### config.mk
export PLATFORM = sky130hd
export DESIGN_NAME = loop_branch_unit
export DESIGN_NICKNAME = d
export VERILOG_FILES = /design/src/rtl/loop_pkg.sv /design/src/rtl/lbu_cnt_bank.sv /design/src/rtl/lbu_prefix.sv /design/src/rtl/lbu_target.sv /design/src/rtl/loop_branch_unit.sv
export SDC_FILE = /design/constraint.sdc
export NUM_CORES = 1
export LEC_CHECK = 0
export ABC_CLOCK_PERIOD_IN_PS = 6260
export CAP_MARGIN = 20
export CORE_MARGIN = 3
export CORE_UTILIZATION = 55
export CTS_CLUSTER_SIZE = 30
export DETAILED_ROUTE_END_ITERATION = 10
export PLACE_DENSITY = 0.78
export SLEW_MARGIN = 25
export SYNTH_ARGS = -nofsm -noshare
export SYNTH_HDL_FRONTEND = slang
export SYNTH_SLANG_ARGS = --single-unit
export TNS_END_PERCENT = 100
### constraint.sdc
create_clock -name clk -period 6.26 [get_ports clk]
set_input_delay 1.252 -clock clk [delete_from_list [all_inputs] [get_ports clk]]
set_output_delay 1.252 -clock clk [all_outputs]
set_load 0.01 [all_outputs]
### src/rtl/loop_pkg.sv
package loop_pkg;
  typedef enum logic [2:0] {
    OP_NONE = 3'd0,
    OP_LOOP = 3'd1,
    OP_LDI  = 3'd2,
    OP_LDIP = 3'd3,
    OP_PFX  = 3'd4
  } lbu_op_e;

  localparam logic [1:0] SRC_REL = 2'd0;
  localparam logic [1:0] SRC_PFX = 2'd1;
endpackage

### src/rtl/lbu_cnt_bank.sv
module lbu_cnt_bank #(
  parameter int NUM = 4,
  parameter int W   = 16,
  localparam int SW = (NUM > 1) ? $clog2(NUM) : 1
) (
  input  logic          clk,
  input  logic          rst,
  input  logic          we,
  input  logic [SW-1:0] waddr,
  input  logic [W-1:0]  wdata,
  input  logic [SW-1:0] raddr_a,
  input  logic [SW-1:0] raddr_b,
  output logic [W-1:0]  rdata_a,
  output logic [W-1:0]  rdata_b
);
  logic [W-1:0] regs [NUM];

  for (genvar g = 0; g < NUM; g++) begin : g_cnt
    always_ff @(posedge clk) begin
      if (rst)                             regs[g] <= '0;
      else if (we && (waddr == SW'(g)))    regs[g] <= wdata;
    end
  end

  assign rdata_a = regs[raddr_a];
  assign rdata_b = regs[raddr_b];
endmodule

### src/rtl/lbu_prefix.sv
module lbu_prefix #(
  parameter int HW = 8
) (
  input  logic          clk,
  input  logic          rst,
  input  logic          valid,
  input  logic          wr,
  input  logic [HW-1:0] din,
  output logic [HW-1:0] hi
);
  always_ff @(posedge clk) begin
    if (rst)        hi <= '0;
    else if (valid) hi <= wr ? din : '0;
  end

  AST_PFX_ONESHOT: assert property (@(posedge clk) disable iff (rst)
    (valid && !wr) |=> (hi == '0));
  AST_PFX_CAPTURE: assert property (@(posedge clk) disable iff (rst)
    (valid && wr) |=> (hi == $past(din)));
  AST_PFX_KEEP: assert property (@(posedge clk) disable iff (rst)
    !valid |=> $stable(hi));
endmodule

### src/rtl/lbu_target.sv
module lbu_target #(
  parameter int AW = 16,
  localparam int HW = AW - 8
) (
  input  logic [1:0]    src_kind,
  input  logic [AW-1:0] next_ip,
  input  logic [7:0]    lo_byte,
  input  logic [HW-1:0] pfx_hi,
  input  logic [AW-1:0] reg_val,
  output logic [AW-1:0] target
);
  import loop_pkg::*;

  logic [AW-1:0] disp_ext;
  assign disp_ext = {{(AW-8){lo_byte[7]}}, lo_byte};

  always_comb begin
    unique case (src_kind)
      SRC_REL: target = next_ip + disp_ext;
      SRC_PFX: target = {pfx_hi, lo_byte};
      default: target = reg_val;
    endcase
  end
endmodule

### src/rtl/loop_branch_unit.sv
module loop_branch_unit #(
  parameter int              NUM_CNT  = 4,
  parameter int              AW       = 16,
  parameter logic [AW-1:0]   RESET_IP = '0,
  localparam int             SEL_W    = (NUM_CNT > 1) ? $clog2(NUM_CNT) : 1,
  localparam int             HW       = AW - 8
) (
  input  logic             clk,
  input  logic             rst,
  input  logic             op_valid,
  input  logic [2:0]       op_code,
  input  logic [SEL_W-1:0] cnt_sel,
  input  logic [1:0]       src_kind,
  input  logic [SEL_W-1:0] src_sel,
  input  logic [AW-1:0]    operand,
  output logic [AW-1:0]    ip,
  output logic             br_taken,
  output logic [AW-1:0]    cnt_out
);
  import loop_pkg::*;

  localparam logic [AW-1:0] ONE = AW'(1);

  lbu_op_e        op;
  logic [AW-1:0]  cnt_val, src_val, dec_val, next_ip, target, wdata;
  logic [HW-1:0]  pfx_hi;
  logic           is_loop, we, take;

  assign op      = lbu_op_e'(op_code);
  assign is_loop = op_valid && (op == OP_LOOP);
  assign next_ip = ip + ONE;
  assign dec_val = cnt_val - ONE;
  assign take    = is_loop && (dec_val != '0);

  always_comb begin
    we    = 1'b0;
    wdata = dec_val;
    if (op_valid) begin
      unique case (op)
        OP_LOOP: we = 1'b1;
        OP_LDI:  begin we = 1'b1; wdata = operand; end
        OP_LDIP: begin we = 1'b1; wdata = next_ip; end
        default: we = 1'b0;
      endcase
    end
  end

  lbu_cnt_bank #(.NUM(NUM_CNT), .W(AW)) u_bank (
    .clk     (clk),
    .rst     (rst),
    .we      (we),
    .waddr   (cnt_sel),
    .wdata   (wdata),
    .raddr_a (cnt_sel),
    .raddr_b (src_sel),
    .rdata_a (cnt_val),
    .rdata_b (src_val)
  );

  lbu_prefix #(.HW(HW)) u_pfx (
    .clk   (clk),
    .rst   (rst),
    .valid (op_valid),
    .wr    (op == OP_PFX),
    .din   (operand[HW-1:0]),
    .hi    (pfx_hi)
  );

  lbu_target #(.AW(AW)) u_tgt (
    .src_kind (src_kind),
    .next_ip  (next_ip),
    .lo_byte  (operand[7:0]),
    .pfx_hi   (pfx_hi),
    .reg_val  (src_val),
    .target   (target)
  );

  always_ff @(posedge clk) begin
    if (rst) begin
      ip       <= RESET_IP;
      br_taken <= 1'b0;
      cnt_out  <= '0;
    end else begin
      br_taken <= take;
      if (op_valid) ip <= take ? target : next_ip;
      if (is_loop)  cnt_out <= dec_val;
    end
  end

  AST_IP_HOLD: assert property (@(posedge clk) disable iff (rst)
    !op_valid |=> ($stable(ip) && !br_taken));
  AST_TAKEN_FROM_LOOP: assert property (@(posedge clk) disable iff (rst)
    br_taken |-> $past(op_valid && (op_code == 3'd1)));
  AST_TAKEN_NONZERO: assert property (@(posedge clk) disable iff (rst)
    br_taken |-> (cnt_out != '0));
  AST_LAST_PASS_FALLS: assert property (@(posedge clk) disable iff (rst)
    (is_loop && (cnt_val == ONE)) |=> (!br_taken && ip == $past(ip) + ONE));
endmodule

# Word level (Yosys, flattened, before mapping)
# Memory sizes are Yosys's and may differ from the RTL's.
# Cells that the tools add are included.
# classes
muxes	25
n_eq_ne	8
addsub	3
reduce_logical	10
n_bitwise	4
# ops
cell	count
$mux 16	6
$pmux 16 s2	2
$add 16x1->16 const B	1
$add 16x16->16	1
$mux 1	16
$reduce_bool 16->1	1
$sub 16x1->16 const B	1
$mux 8	1
$eq 3x2->1 const B	2
$logic_and 1x1->1	6
$eq 2x1->1 const B	2
$eq 2x2->1 const B	2
$logic_not 2->1	2
$or 1x1->1	4
$eq 3x1->1 const B	1
$eq 3x3->1 const B	1
$reduce_or 3->1	1
# totals
elab_cells	55
mem_count	1
in_bits	28
out_inout_bits	33
ramBits	64
register_bits	41
# memory_table
name	depth	width	rd	rd_ports_with_merged_regs	write_ports	line_no	text
u_bank.regs	4	16	2	0	4	lbu_cnt_bank.sv:16	logic [W-1:0] regs [NUM];

# Logic depth before layout (Yosys ltp)
# Gate-level depths: netlist (run 1).
# depth
word_depth	9
mapped_depth	16
depth_no_buf	16

# By module
# Synthesis (run 1) repeated with hierarchy kept, for this count alone.
# hier_totals
hier_cells	686
area_unflattened_um2	7000.5
# by_module_without_submodules
module	seq_area_each_um2	area_each_um2	cells_per_inst	n_inst
lbu_cnt_bank	1921.8	3244.4	204	1
loop_branch_unit	660.6	2457.4	313	1
lbu_target	0.0	985.9	134	1
lbu_prefix	160.2	312.8	35	1

# Worst setup path after synthesis (run 1)
# OpenSTA, ideal clock, no wires.
# synth_timing
path_kind	input port to flip-flop
from	input port cnt_sel[1]
to	register ip[13]
stages	11
t_arrival_ps	4467
required_time_ps	6172
setup_time_ps	88
n_path_buf	2
slack_ps	1705
cell_sequence	buf_1 > mux4_2 > or4_1 > or2_1 > buf_2 > or3_4 > mux2_4 > a311oi_2 > o21ai_2 > or3b_1 > a311oi_2
# synth_between
elab_chain_len	5
# synth_rtl
item	line_no	text
from (decl)	loop_branch_unit.sv:12	input logic [SEL_W-1:0] cnt_sel,
$mem_v2 4x16	n/a	
$sub 16x1->16	loop_branch_unit.sv:32	assign dec_val = cnt_val - ONE;
$reduce_bool 16->1	loop_branch_unit.sv:33	assign take = is_loop && (dec_val != '0);
$logic_and 1x1->1	loop_branch_unit.sv:33	
$mux 16	loop_branch_unit.sv:85	if (op_valid) ip <= take ? target : next_ip;
to (signal assigned)	loop_branch_unit.sv:85	
to (decl)	loop_branch_unit.sv:16	output logic [AW-1:0] ip,
# Every way passes these cells.
# A chain may end at the register's enable or synchronous reset.

# Final worst setup path (run 1)
# layout_timing
from	input port cnt_sel[0]
to	register ip[6]
# The elaborated chain is that of the path after synthesis.

==> impl_metrics.csv, run 1 <==
group,metric,value,unit
run_status,status,"finished clean",
setup_path,critPathLaunchType,"input port",
worst_hold_path,hold_depth,2,
cells_and_area,layout.nets,759,
detailed_routing,drc,0,
timing,max_freq,182,MHz
placement,port_buffers,60,
timing,holdWs,0.497,ns
timing,max-slew-margin-rel,0.387,
synthesis,synth-simple-area-share,0.172,
timing,layout_min_cycle_time,5.50,ns
clock_tree,clockBufferDepth,2,
power_and_ir_drop,power_density,222,nW/um^2
setup_path,path_cells,"clkdlybuf4s50_1 > mux4_1 > or4_1 > or2_1 > or3_4 > nor3_1 > a311oi_2 > o21ai_2 > buf_4 > mux2i_1 > a211oi_1",
setup_path,required,6.47,ns
clock_tree,postCtsHoldBufs,0,
die,die_y,116,um
die,start_util,0.573,
synthesis,ys_ff_latch,105,
global_route,grt_max_degree,43,
synthesis,synth_fa_ha_area_frac,0.0425,
setup_path,r2r-end,"ip[13]",
detailed_routing,dr_total_vias,5481,
die,rows,39,
synthesis,synth_fp_nets,721,
synthesis,synth_edf_count,64,
global_route,grt_pass1_vias,5472,
timing,setup_viol,0,
clock_tree,clk_latency,0.35,ns
setup_path,crit_path_end_kind,"flip-flop",
detailed_routing,via_per_inst,6.40,
cells_and_area,finalInstanceArea,7630,sq um
synthesis,yosysWarnings,0,
placement,postPlaceCellArea,7320,sq um
setup_path,cp_num_buf_inv,2,
synthesis,yosys-top-cells-count,"129 x nor2_1, 64 x edfxtp_1, 43 x nand2_1, 41 x dfxtp_1, 36 x a21oi_1",
setup_path,worstReg2RegStart,"ip[0]",
timing,tightest_slew,0.917,ns
power_and_ir_drop,p_switching,0.000498,W
synthesis,synth_cell_types,59,
synthesis,synth.area.top_cells,"edfxtp_1 29%, dfxtp_1 12%, mux4_2 10%, nor2_1 7.3%, ha_1 3.9%",
die,core,11600,sq um
detailed_routing,met3_length,1.38,mm
detailed_routing,wl,18.4,mm
clock_tree,ctsRootBufferMaster,"clkbuf_16",
timing,drv_slew,0,
placement,hpwl,13.5,mm
detailed_routing,wl_met2,9.09,mm
synthesis,synthCells,671,
worst_hold_path,hold_class,"reg -> reg",
synthesis,synthFlopType,"edfxtp_1",
global_route,antenna_found_initial,0,
setup_path,critPathTopFamily,"simple AND/OR/NAND/NOR gates",
power_and_ir_drop,irDropWorstVdd,0.000199,V
timing,rsz0062_at_grt,"false",
die,ioPinCount,61,
placement,place_ws,0.392,ns
detailed_routing,wl_per_cell,21.5,um
power_and_ir_drop,swShare,0.294,
synthesis,syn_area_per_cell,9.92,sq um
synthesis,synth_top_area_frac,0.289,
power_and_ir_drop,power_frac_seq,0.463,
worst_hold_path,min_from,"cnt_out[5]",
synthesis,synth_area_leader_cell,"edfxtp_1",
synthesis,synth_xor_xnor_area_share,0.0539,
timing,setup_tns,0,ns
detailed_routing,wl_met1,7.32,mm
power_and_ir_drop,p_clk_frac,0.333,
clock_tree,postCtsSetupBuffers,0,
synthesis,synth_most_common_cell,"nor2_1",
setup_path,cp_slowest_stage_delay,0.87,ns
global_route,grt_pass1_wl,28.7,mm
cells_and_area,areaGrowthSynthToFinish,14.6,%
die,fp.dieW,116,um
die,die_area,13500,sq um
worst_hold_path,min_to,"cnt_out[5]",
setup_path,worstSetupPathType,"in -> reg",
detailed_routing,top_layer_used,"met4",
synthesis,synth_top_family_by_area,"simple AND/OR/NAND/NOR gates",
setup_path,critPathSlowestCell,"clkdlybuf4s50_1",
clock_tree,cts_resized,0,
clock_tree,cts_tree,"built",
synthesis,syn_area,6660,sq um
power_and_ir_drop,internal_power,0.00120,W
power_and_ir_drop,pwr-share-comb,0.204,
global_route,gr-total-overflow,0,
setup_path,rrSetupSlack,1.98,ns
clock_tree,clk_pin_slew_worst_paths,0.07,ns
detailed_routing,ant_nets,0,
cells_and_area,layout-drive-gt1-share,0.108,
synthesis,muxShareOfSynthArea,0.160,
detailed_routing,first_iter_violations,637,
synthesis,ys_seq_area_frac,0.412,
power_and_ir_drop,leakage,2.87,nW
synthesis,synthArstFlopShare,0,
timing,timing.final.crit_share,0.878,
clock_tree,cts_made_buffers,9,
global_route,grt_use_total,0.281,
cells_and_area,diodes,0,
setup_path,worstPathArrival,5.71,ns
clock_tree,cts.sinks,105,
setup_path,cp_max_fo,13,
timing,finalHoldViolCount,0,
setup_path,rr_worst_depth,16,
placement,gp_congestion,0.875,
detailed_routing,drt-pass1-iter-count,7,
timing,worst_slack,0.763,ns
synthesis,synth_compound_area_frac,0.124,
flow_run,cap_violations,0,
timing,fin_skew,0.00632,ns
clock_tree,cts_max_level,3,
==> per-stage QoR <==
stage               total power [W]  std cells  utilization
global placement            0.00112        840        0.631
finish                      0.00169        857        0.657
CTS                         0.00169        856        0.656
detailed placement          0.00114        840        0.630
floorplan                   0.00102        671            -
global route                0.00176        857        0.657
==> routing by layer <==
metal	track usage	vias up
li1	-	2533
met1	0.372	2626
met2	0.468	280
met3	0.0423	42
met4	0.107	0
met5	0	-
==> sequential cells by signal, summed over array words and instances (netlist names) <==
| register | count |
|---|---|
| u_pfx.hi | 8 |
| br_taken | 1 |
| u_bank.regs | 64 |
| ip | 16 |
| cnt_out | 16 |
==> how the worst max path moves through the flow <==
stage	cells past startpoint	end	slack, ns	start
after floorplan	11	ip[13]	1.70	cnt_sel[1]
after global placement	11	ip[9]	0.60	cnt_sel[0]
after detailed placement	11	ip[6]	0.39	cnt_sel[0]
after CTS	10	ip[13]	0.76	cnt_sel[0]
after global routing	11	ip[6]	0.57	cnt_sel[0]
final	11	ip[6]	0.76	cnt_sel[0]
==> layout make-up <==
class / instances / area (sq um)
clock inverters: 6 / 61.3
repair buffers: 68 / 663
fillers: 903 / 3980
flip-flops and latches: 105 / 2740
well taps: 143 / 179
multi-input cells: 506 / 3680
inverters: 19 / 71.3
clock buffers: 10 / 239
==> power by group through the flow <==
stage	sequential [W]	clock [W]	combinational (W)
2_1_floorplan	0.000795	0	0.000226
3_3_place_gp	0.000795	0	0.000328
3_5_place_dp	0.000799	0	0.000338
4_1_cts	0.000783	0.000565	0.000340
5_1_grt	0.000787	0.000595	0.000374
6_report	0.000784	0.000563	0.000346
==> worst reg2reg max path, cell delays in order, from the launching register on <==
cell,delay [ns]
dfxtp_1,0.46
ha_1,0.27
and3_1,0.22
nand3_1,0.18
nor2_1,0.18
xnor2_1,0.23
inv_1,0.08
ha_1,0.39
nand2_1,0.14
nor3_1,0.05
a21o_1,0.22
o41ai_1,0.56
o21ai_0,0.23
xnor2_1,0.19
o21ai_0,0.16
or3b_1,0.38
a311oi_2,0.24
==> logic make-up (layout without fill, tap and decap cells) <==
kind of cell | count (synthesis) | after routing
AND/OR/NAND/NOR | 251 | 251
AO/OA/AOI/OAI | 128 | 128
flip-flops | 105 | 105
multiplexers | 64 | 64
buffers and inverters | 60 | 103
XOR/XNOR | 41 | 41
adder cells (fa/ha/maj) | 22 | 22
==> layout by cell type (no fill, tap or decap), types with 6 or more instances in the layout <==
master             n
a211oi_1          24
nor2_1           129
inv_1             19
mux2_2            12
nand2_1           43
edfxtp_1          64
a21o_1             8
dfxtp_1           41
xnor2_1           26
clkdlybuf4s50_1   59
nand3_1           14
ha_1              21
xor2_1            15
a21oi_1           36
nor3_1            11
mux2i_1           19
mux4_2            31
nor3b_1            6
buf_4              7
and3_1             6
clkbuf_16          9
o21ai_0           27
nor2b_1           14
Power figures use the tool's default switching activity.
==> run 2, diff against run 1 <==
--- a/config.mk
+++ b/config.mk
@@ -6,12 +6,11 @@
 export NUM_CORES = 1
 export LEC_CHECK = 0
 export ABC_CLOCK_PERIOD_IN_PS = 6260
-export CAP_MARGIN = 20
 export CORE_MARGIN = 3
-export CORE_UTILIZATION = 55
+export CORE_UTILIZATION = 35
 export CTS_CLUSTER_SIZE = 30
 export DETAILED_ROUTE_END_ITERATION = 10
-export PLACE_DENSITY = 0.78
+export PLACE_DENSITY = 0.54
 export SLEW_MARGIN = 25
 export SYNTH_ARGS = -nofsm -noshare
 export SYNTH_HDL_FRONTEND = slang
==> run 2 against run 1 <==
Effect of this change:
- combinational power about the same
- hold slack better by 0.0056 ns
- die area up 54%
- via count down 4.2%
- wire length up 5.3%
- critical path type unchanged
- largest cell class unchanged
- largest power group unchanged
- highest routed layer unchanged
==> impl_metrics.csv, run 2 (same netlist as run 1, synthesis figures left out) <==
group,metric,value,unit
setup_path,worstReg2RegStart,"ip[0]",
clock_tree,cts.sinks,105,
cells_and_area,layout_common_cells,"129 x nor2_1, 64 x edfxtp_1, 60 x clkdlybuf4s50_1",
cells_and_area,areaGrowthSynthToFinish,16.7,%
clock_tree,clk_latency,0.36,ns
worst_hold_path,hold_class,"reg -> reg",
worst_hold_path,min_from,"cnt_out[5]",
cells_and_area,largest_reg_flops,64,
global_route,grt_max_degree,43,
worst_hold_path,min_to,"cnt_out[5]",
clock_tree,postCtsSetupBuffers,0,
clock_tree,clockBufferDepth,2,
setup_path,path_depth,11,
clock_tree,cts_resized,0,
placement,hpwl,14.3,mm
die,fp.dieW,144,um
clock_tree,postCtsHoldBufs,0,
clock_tree,cts_tree,"built",
flow_run,cap_violations,0,
setup_path,critPathLaunchType,"input port",
power_and_ir_drop,power_density,224,nW/um^2
detailed_routing,ant_nets,0,
detailed_routing,wl,19.4,mm
placement,port_buffers,60,
cells_and_area,top_regs,"u_bank.regs x64, cnt_out x16, ip x16",
die,ioPinCount,61,
setup_path,cp_common_cell,"a311oi_2",
timing,drv_slew,0,
setup_path,cp_max_fo,14,
setup_path,startpoint,"cnt_sel[0]",
setup_path,critPathSlowestCell,"mux4_2",
global_route,grt_use_total,0.189,
detailed_routing,drt-pass1-iter-count,5,
detailed_routing,first_iter_violations,401,
timing,tightest_slew,1.04,ns
timing,fin_skew,0.0124,ns
clock_tree,clk_pin_slew_worst_paths,0.07,ns
power_and_ir_drop,leakage,2.89,nW
clock_tree,cts_max_level,3,
global_route,antenna_found_initial,0,
run_status,status,"finished clean",
setup_path,critPathTopFamily,"simple AND/OR/NAND/NOR gates",
global_route,grt_pass1_vias,5215,
detailed_routing,dr_total_vias,5252,
detailed_routing,drc,0,
cells_and_area,regMostFlops,"u_bank.regs",
detailed_routing,wl_per_cell,20.5,um
timing,setup_tns,0,ns
timing,rsz0062_at_grt,"false",
timing,max_freq,195,MHz
detailed_routing,via_per_inst,5.56,
placement,gp_congestion,0.858,
timing,setup_viol,0,
setup_path,cp_num_buf_inv,2,
power_and_ir_drop,irDropWorstVdd,0.000131,V
cells_and_area,final_common_cell,"nor2_1",
cells_and_area,layout.nets,761,
timing,finalHoldViolCount,0,
timing,timing.final.crit_share,0.819,
setup_path,r2r-end,"ip[13]",
setup_path,worstPathArrival,5.39,ns
setup_path,rr_worst_depth,16,
timing,max-slew-margin-rel,0.304,
timing,worst_slack,1.13,ns
global_route,gr-total-overflow,0,
setup_path,cp_slowest_stage_delay,0.56,ns
setup_path,worstSetupPathType,"in -> reg",
setup_path,crit_path_end_kind,"flip-flop",
die,die_area,20700,sq um
global_route,grt_pass1_wl,29.8,mm
setup_path,rrSetupSlack,2.13,ns
placement,place_ws,0.764,ns
cells_and_area,diodes,0,
setup_path,required,6.53,ns
clock_tree,ctsRootBufferMaster,"clkbuf_16",
die,core,18300,sq um
worst_hold_path,hold_depth,2,
die,start_util,0.363,
clock_tree,cts_made_buffers,9,
timing,layout_min_cycle_time,5.13,ns
die,rows,49,
die,die_y,144,um
cells_and_area,layout-drive-gt1-share,0.109,
cells_and_area,postLayoutCoreUtil,0.424,
setup_path,path_cells,"clkdlybuf4s50_1 > buf_4 > mux4_2 > or4_1 > or2_1 > or3_4 > mux2_4 > a311oi_2 > o21ai_2 > or3b_1 > a311oi_2",
## run 2: changes by cell type in the layout (fill, tap and decap cells not counted), sizes merged
cell	delta
buf	+1
inv	+3
bufinv	+1
clkinv	-2
clkbuf	-1
clkinvlp	-1
clkdlybuf4s50	+1
## run 2: where the power goes
part	total (W)	internal, W	switching, W
Sequential	0.000784	0.000762	0.0000219
Clock	0.000611	0.000323	0.000289
Combinational	0.000348	0.000145	0.000203
Total	0.00174	0.00123	0.000513
## run 2: worst max path at each step
stage | endpoint | slack (ns)
2_1_floorplan | ip[13] | 1.70
3_3_place_gp | ip[13] | 0.84
3_5_place_dp | ip[13] | 0.76
4_1_cts | ip[13] | 1.13
5_1_grt | ip[10] | 0.90
6_report | ip[13] | 1.13
## run 2: per-layer routing
| layer | part of all wire | track usage | vias to the layer above |
|---|---|---|---|
| met1 | 0.46 | 0.264 | 2575 |
| met4 | 0.015 | 0.0451 | 0 |
| met2 | 0.48 | 0.316 | 128 |
| li1 | - | - | 2530 |
| met5 | 0 | 0 | - |
| met3 | 0.040 | 0.0233 | 19 |
## run 2: cell type report
cell class | instances | area, sq um
multi-input combinational | 506 | 3680
sequential | 105 | 2740
clock inverter | 7 | 92.6
fill | 1729 | 10600
timing repair buffer | 70 | 676
tap | 229 | 287
clock buffer | 9 | 225
inverter | 19 | 71.3
## run 2: tightest hold or removal path: cells and delay by family (launching register included)
kind | cells | cell delay (ns)
flops | 1 | 0.33
mux | 1 | 0.06
simple gates | 1 | 0.08
## run 2: stage by stage
| step | power, W | cell area (sq um) | hold WS (ns) | std cells |
|---|---|---|---|---|
| finish | 0.00174 | 7770 | 0.502 | 945 |
| global route | 0.00181 | 7770 | 0.538 | 945 |
| CTS | 0.00174 | 7770 | 0.508 | 945 |
| detailed placement | 0.00114 | 7450 | 0.495 | 929 |
| global placement | 0.00114 | 7450 | 0.488 | 929 |
| floorplan | 0.00102 | 6660 | 0.518 | 671 |
==> run 3, diff against run 2 <==
--- a/config.mk
+++ b/config.mk
@@ -5,12 +5,12 @@
 export SDC_FILE = /design/constraint.sdc
 export NUM_CORES = 1
 export LEC_CHECK = 0
-export ABC_CLOCK_PERIOD_IN_PS = 6260
+export ABC_CLOCK_PERIOD_IN_PS = 4110
 export CORE_MARGIN = 3
 export CORE_UTILIZATION = 35
 export CTS_CLUSTER_SIZE = 30
 export DETAILED_ROUTE_END_ITERATION = 10
-export PLACE_DENSITY = 0.54
+export PLACE_DENSITY = 0.56
 export SLEW_MARGIN = 25
 export SYNTH_ARGS = -nofsm -noshare
 export SYNTH_HDL_FRONTEND = slang
==> constraint.sdc (replaced) <==
create_clock -name clk -period 4.11 [get_ports clk]
set_input_delay 0.822 -clock clk [delete_from_list [all_inputs] [get_ports clk]]
set_output_delay 0.822 -clock clk [all_outputs]
set_load 0.01 [all_outputs]
==> run 3 against run 2 <==
Effect of this change:
- count of clock-buffer cells in the layout did not move
- via count rose by 7.1%
- largest cell class unchanged
- the flow now finishes with violations (DRC)
- clock skew down 0.0027 ns
- clock power up 49%
- non-clock buffer count is 66 higher
- sequential share of layout area shrank 2.5 points
- die area stayed put
- largest power group unchanged
- register-to-register slack got worse by 1.8 ns
- sequential power grew 52%
==> impl_metrics.csv, run 3 (same netlist as run 1, synthesis figures left out) <==
group,metric,value,unit
power_and_ir_drop,swShare,0.290,
flow_run,cap_violations,0,
timing,tightest_slew,0.897,ns
detailed_routing,via_per_inst,5.56,
setup_path,path_cells,"clkbuf_2 > buf_8 > mux4_2 > or4_4 > or2_4 > or3_4 > mux2_4 > a311oi_4 > o21ai_4 > or3b_1 > a311oi_2",
clock_tree,ctsRootBufferMaster,"clkbuf_16",
setup_path,startpoint,"cnt_sel[0]",
global_route,antenna_found_initial,0,
timing,worst_slack,0.162,ns
detailed_routing,ant_nets,0,
worst_hold_path,min_to,"cnt_out[1]",
cells_and_area,diodes,0,
die,core,18300,sq um
global_route,grt_pass1_wl,30.7,mm
run_status,status,"complete, but fails checks",
timing,setup_viol,0,
clock_tree,clk_pin_slew_worst_paths,0.08,ns
setup_path,cp_max_fo,7,
cells_and_area,regMostFlops,"u_bank.regs",
timing,holdWs,0.500,ns
cells_and_area,largest_reg_flops,64,
timing,finalHoldViolCount,0,
power_and_ir_drop,p_switching,0.000793,W
setup_path,required,4.38,ns
setup_path,rr_worst_depth,16,
cells_and_area,postLayoutCoreUtil,0.457,
placement,postPlaceCellArea,7930,sq um
detailed_routing,drc,1,
clock_tree,postCtsHoldBufs,0,
global_route,grt_pass1_vias,5601,
cells_and_area,layout.nets,827,
die,fp.dieW,144,um
cells_and_area,stdcell_count,1011,
cells_and_area,areaGrowthSynthToFinish,25.7,%
clock_tree,cts_made_buffers,9,
setup_path,worstReg2RegStart,"ip[0]",
cells_and_area,layout-drive-gt1-share,0.205,
die,die_area,20700,sq um
die,start_util,0.363,
detailed_routing,wl_per_cell,19.7,um
clock_tree,cts_tree,"built",
setup_path,cp_slowest_stage_delay,0.56,ns
power_and_ir_drop,irDropWorstVdd,0.000212,V
setup_path,critPathSlowestCell,"or4_4",
setup_path,worstPathArrival,4.22,ns
cells_and_area,fill_cells,1701,
detailed_routing,wl,19.9,mm
timing,layout_min_cycle_time,3.95,ns
setup_path,critPathLaunchType,"input port",
power_and_ir_drop,pwr-share-comb,0.231,
timing,drv_slew,0,
setup_path,rrSetupSlack,0.32,ns
setup_path,worstSetupPathType,"in -> reg",
die,ioPinCount,61,
global_route,grt_use_total,0.194,
die,rows,49,
placement,place_inst,991,
global_route,gr-total-overflow,0,
detailed_routing,dr_total_vias,5625,
run_status,violations,"DRC",
setup_path,r2r-end,"ip[13]",
detailed_routing,first_iter_violations,590,
clock_tree,clockBufferDepth,2,
power_and_ir_drop,p_clk_frac,0.334,
worst_hold_path,hold_class,"reg -> reg",
timing,fin_skew,0.00961,ns
worst_hold_path,min_from,"cnt_out[1]",
cells_and_area,finalInstanceArea,8370,sq um
power_and_ir_drop,power_density,327,nW/um^2
placement,port_buffers,60,
timing,rsz0062_at_grt,"false",
detailed_routing,drt-pass1-iter-count,8,
placement,gp_congestion,0.881,
setup_path,crit_path_end_kind,"flip-flop",
timing,max-slew-margin-rel,0.400,
cells_and_area,top_regs,"u_bank.regs x64, cnt_out x16, ip x16",
die,die_y,144,um
global_route,grt_max_degree,42,
cells_and_area,final_common_cell,"nor2_1",
timing,max_freq,253,MHz
worst_hold_path,hold_depth,2,
clock_tree,clk_latency,0.35,ns
timing,timing.final.crit_share,0.961,
placement,hpwl,15.0,mm
clock_tree,cts.sinks,105,
clock_tree,cts_max_level,3,
cells_and_area,layout_common_cells,"129 x nor2_1, 69 x buf_4, 64 x edfxtp_1",
power_and_ir_drop,internal_power,0.00194,W
placement,place_ws,-0.652,ns
power_and_ir_drop,power_frac_seq,0.435,
power_and_ir_drop,leakage,3.25,nW
run 3: power by group through the flow:
stage	Clock, W	Sequential [W]	Combinational, W
6_report	0.000913	0.00119	0.000633
5_1_grt	0.000972	0.00119	0.000686
4_1_cts	0.000932	0.00119	0.000622
3_5_place_dp	0	0.00121	0.000610
3_3_place_gp	0	0.00121	0.000601
2_1_floorplan	0	0.00121	0.000344
run 3: per-stage QoR:
stage	setup TNS, ns	power, W
2_1_floorplan	0	0.00155
3_3_place_gp	-14.59	0.00181
3_5_place_dp	-17.43	0.00182
4_1_cts	0	0.00274
5_1_grt	0	0.00285
6_report	0	0.00274
run 3: layer usage:
metal / GRT usage / vias to the layer above / part of all wire
met3: 0.0240 / 24 / 0.055
met4: 0.0451 / 0 / 0.016
met2: 0.336 / 201 / 0.50
li1: - / 2660 / -
met5: 0 / - / 0
met1: 0.258 / 2740 / 0.43
run 3: final cells by class:
class | count | area, sq um | share of cell area
clock inverters | 7 | 88.8 | 0.0106
inverters | 19 | 71.3 | 0.00852
repair buffers | 136 | 1200 | 0.144
flip-flops and latches | 105 | 2740 | 0.328
multi-input cells | 506 | 3750 | 0.448
clock buffers | 9 | 225 | 0.0269
well taps | 229 | 287 | 0.0342
run 3: worst max-delay path by stage:
stage,endpoint,cells past startpoint
2_1_floorplan,ip[13],11
6_report,ip[13],11
3_3_place_gp,u_bank.regs[1][15],12
3_5_place_dp,ip[13],11
5_1_grt,ip[3],16
4_1_cts,u_bank.regs[0][15],11
run 3: timing repair:
action	4_1_cts	5_1_grt
setup endpoints to repair	25	16
setup buffers	1	5
pin swaps	9	11
gates resized for setup	13	16
run 3: worst max-delay path, delay by kind of cell:
| kind | cells | cell delay (ns) |
|---|---|---|
| compound gates | 3 | 0.70 |
| buf+inv | 2 | 0.23 |
| simple gates | 4 | 1.63 |
| mux | 2 | 0.83 |
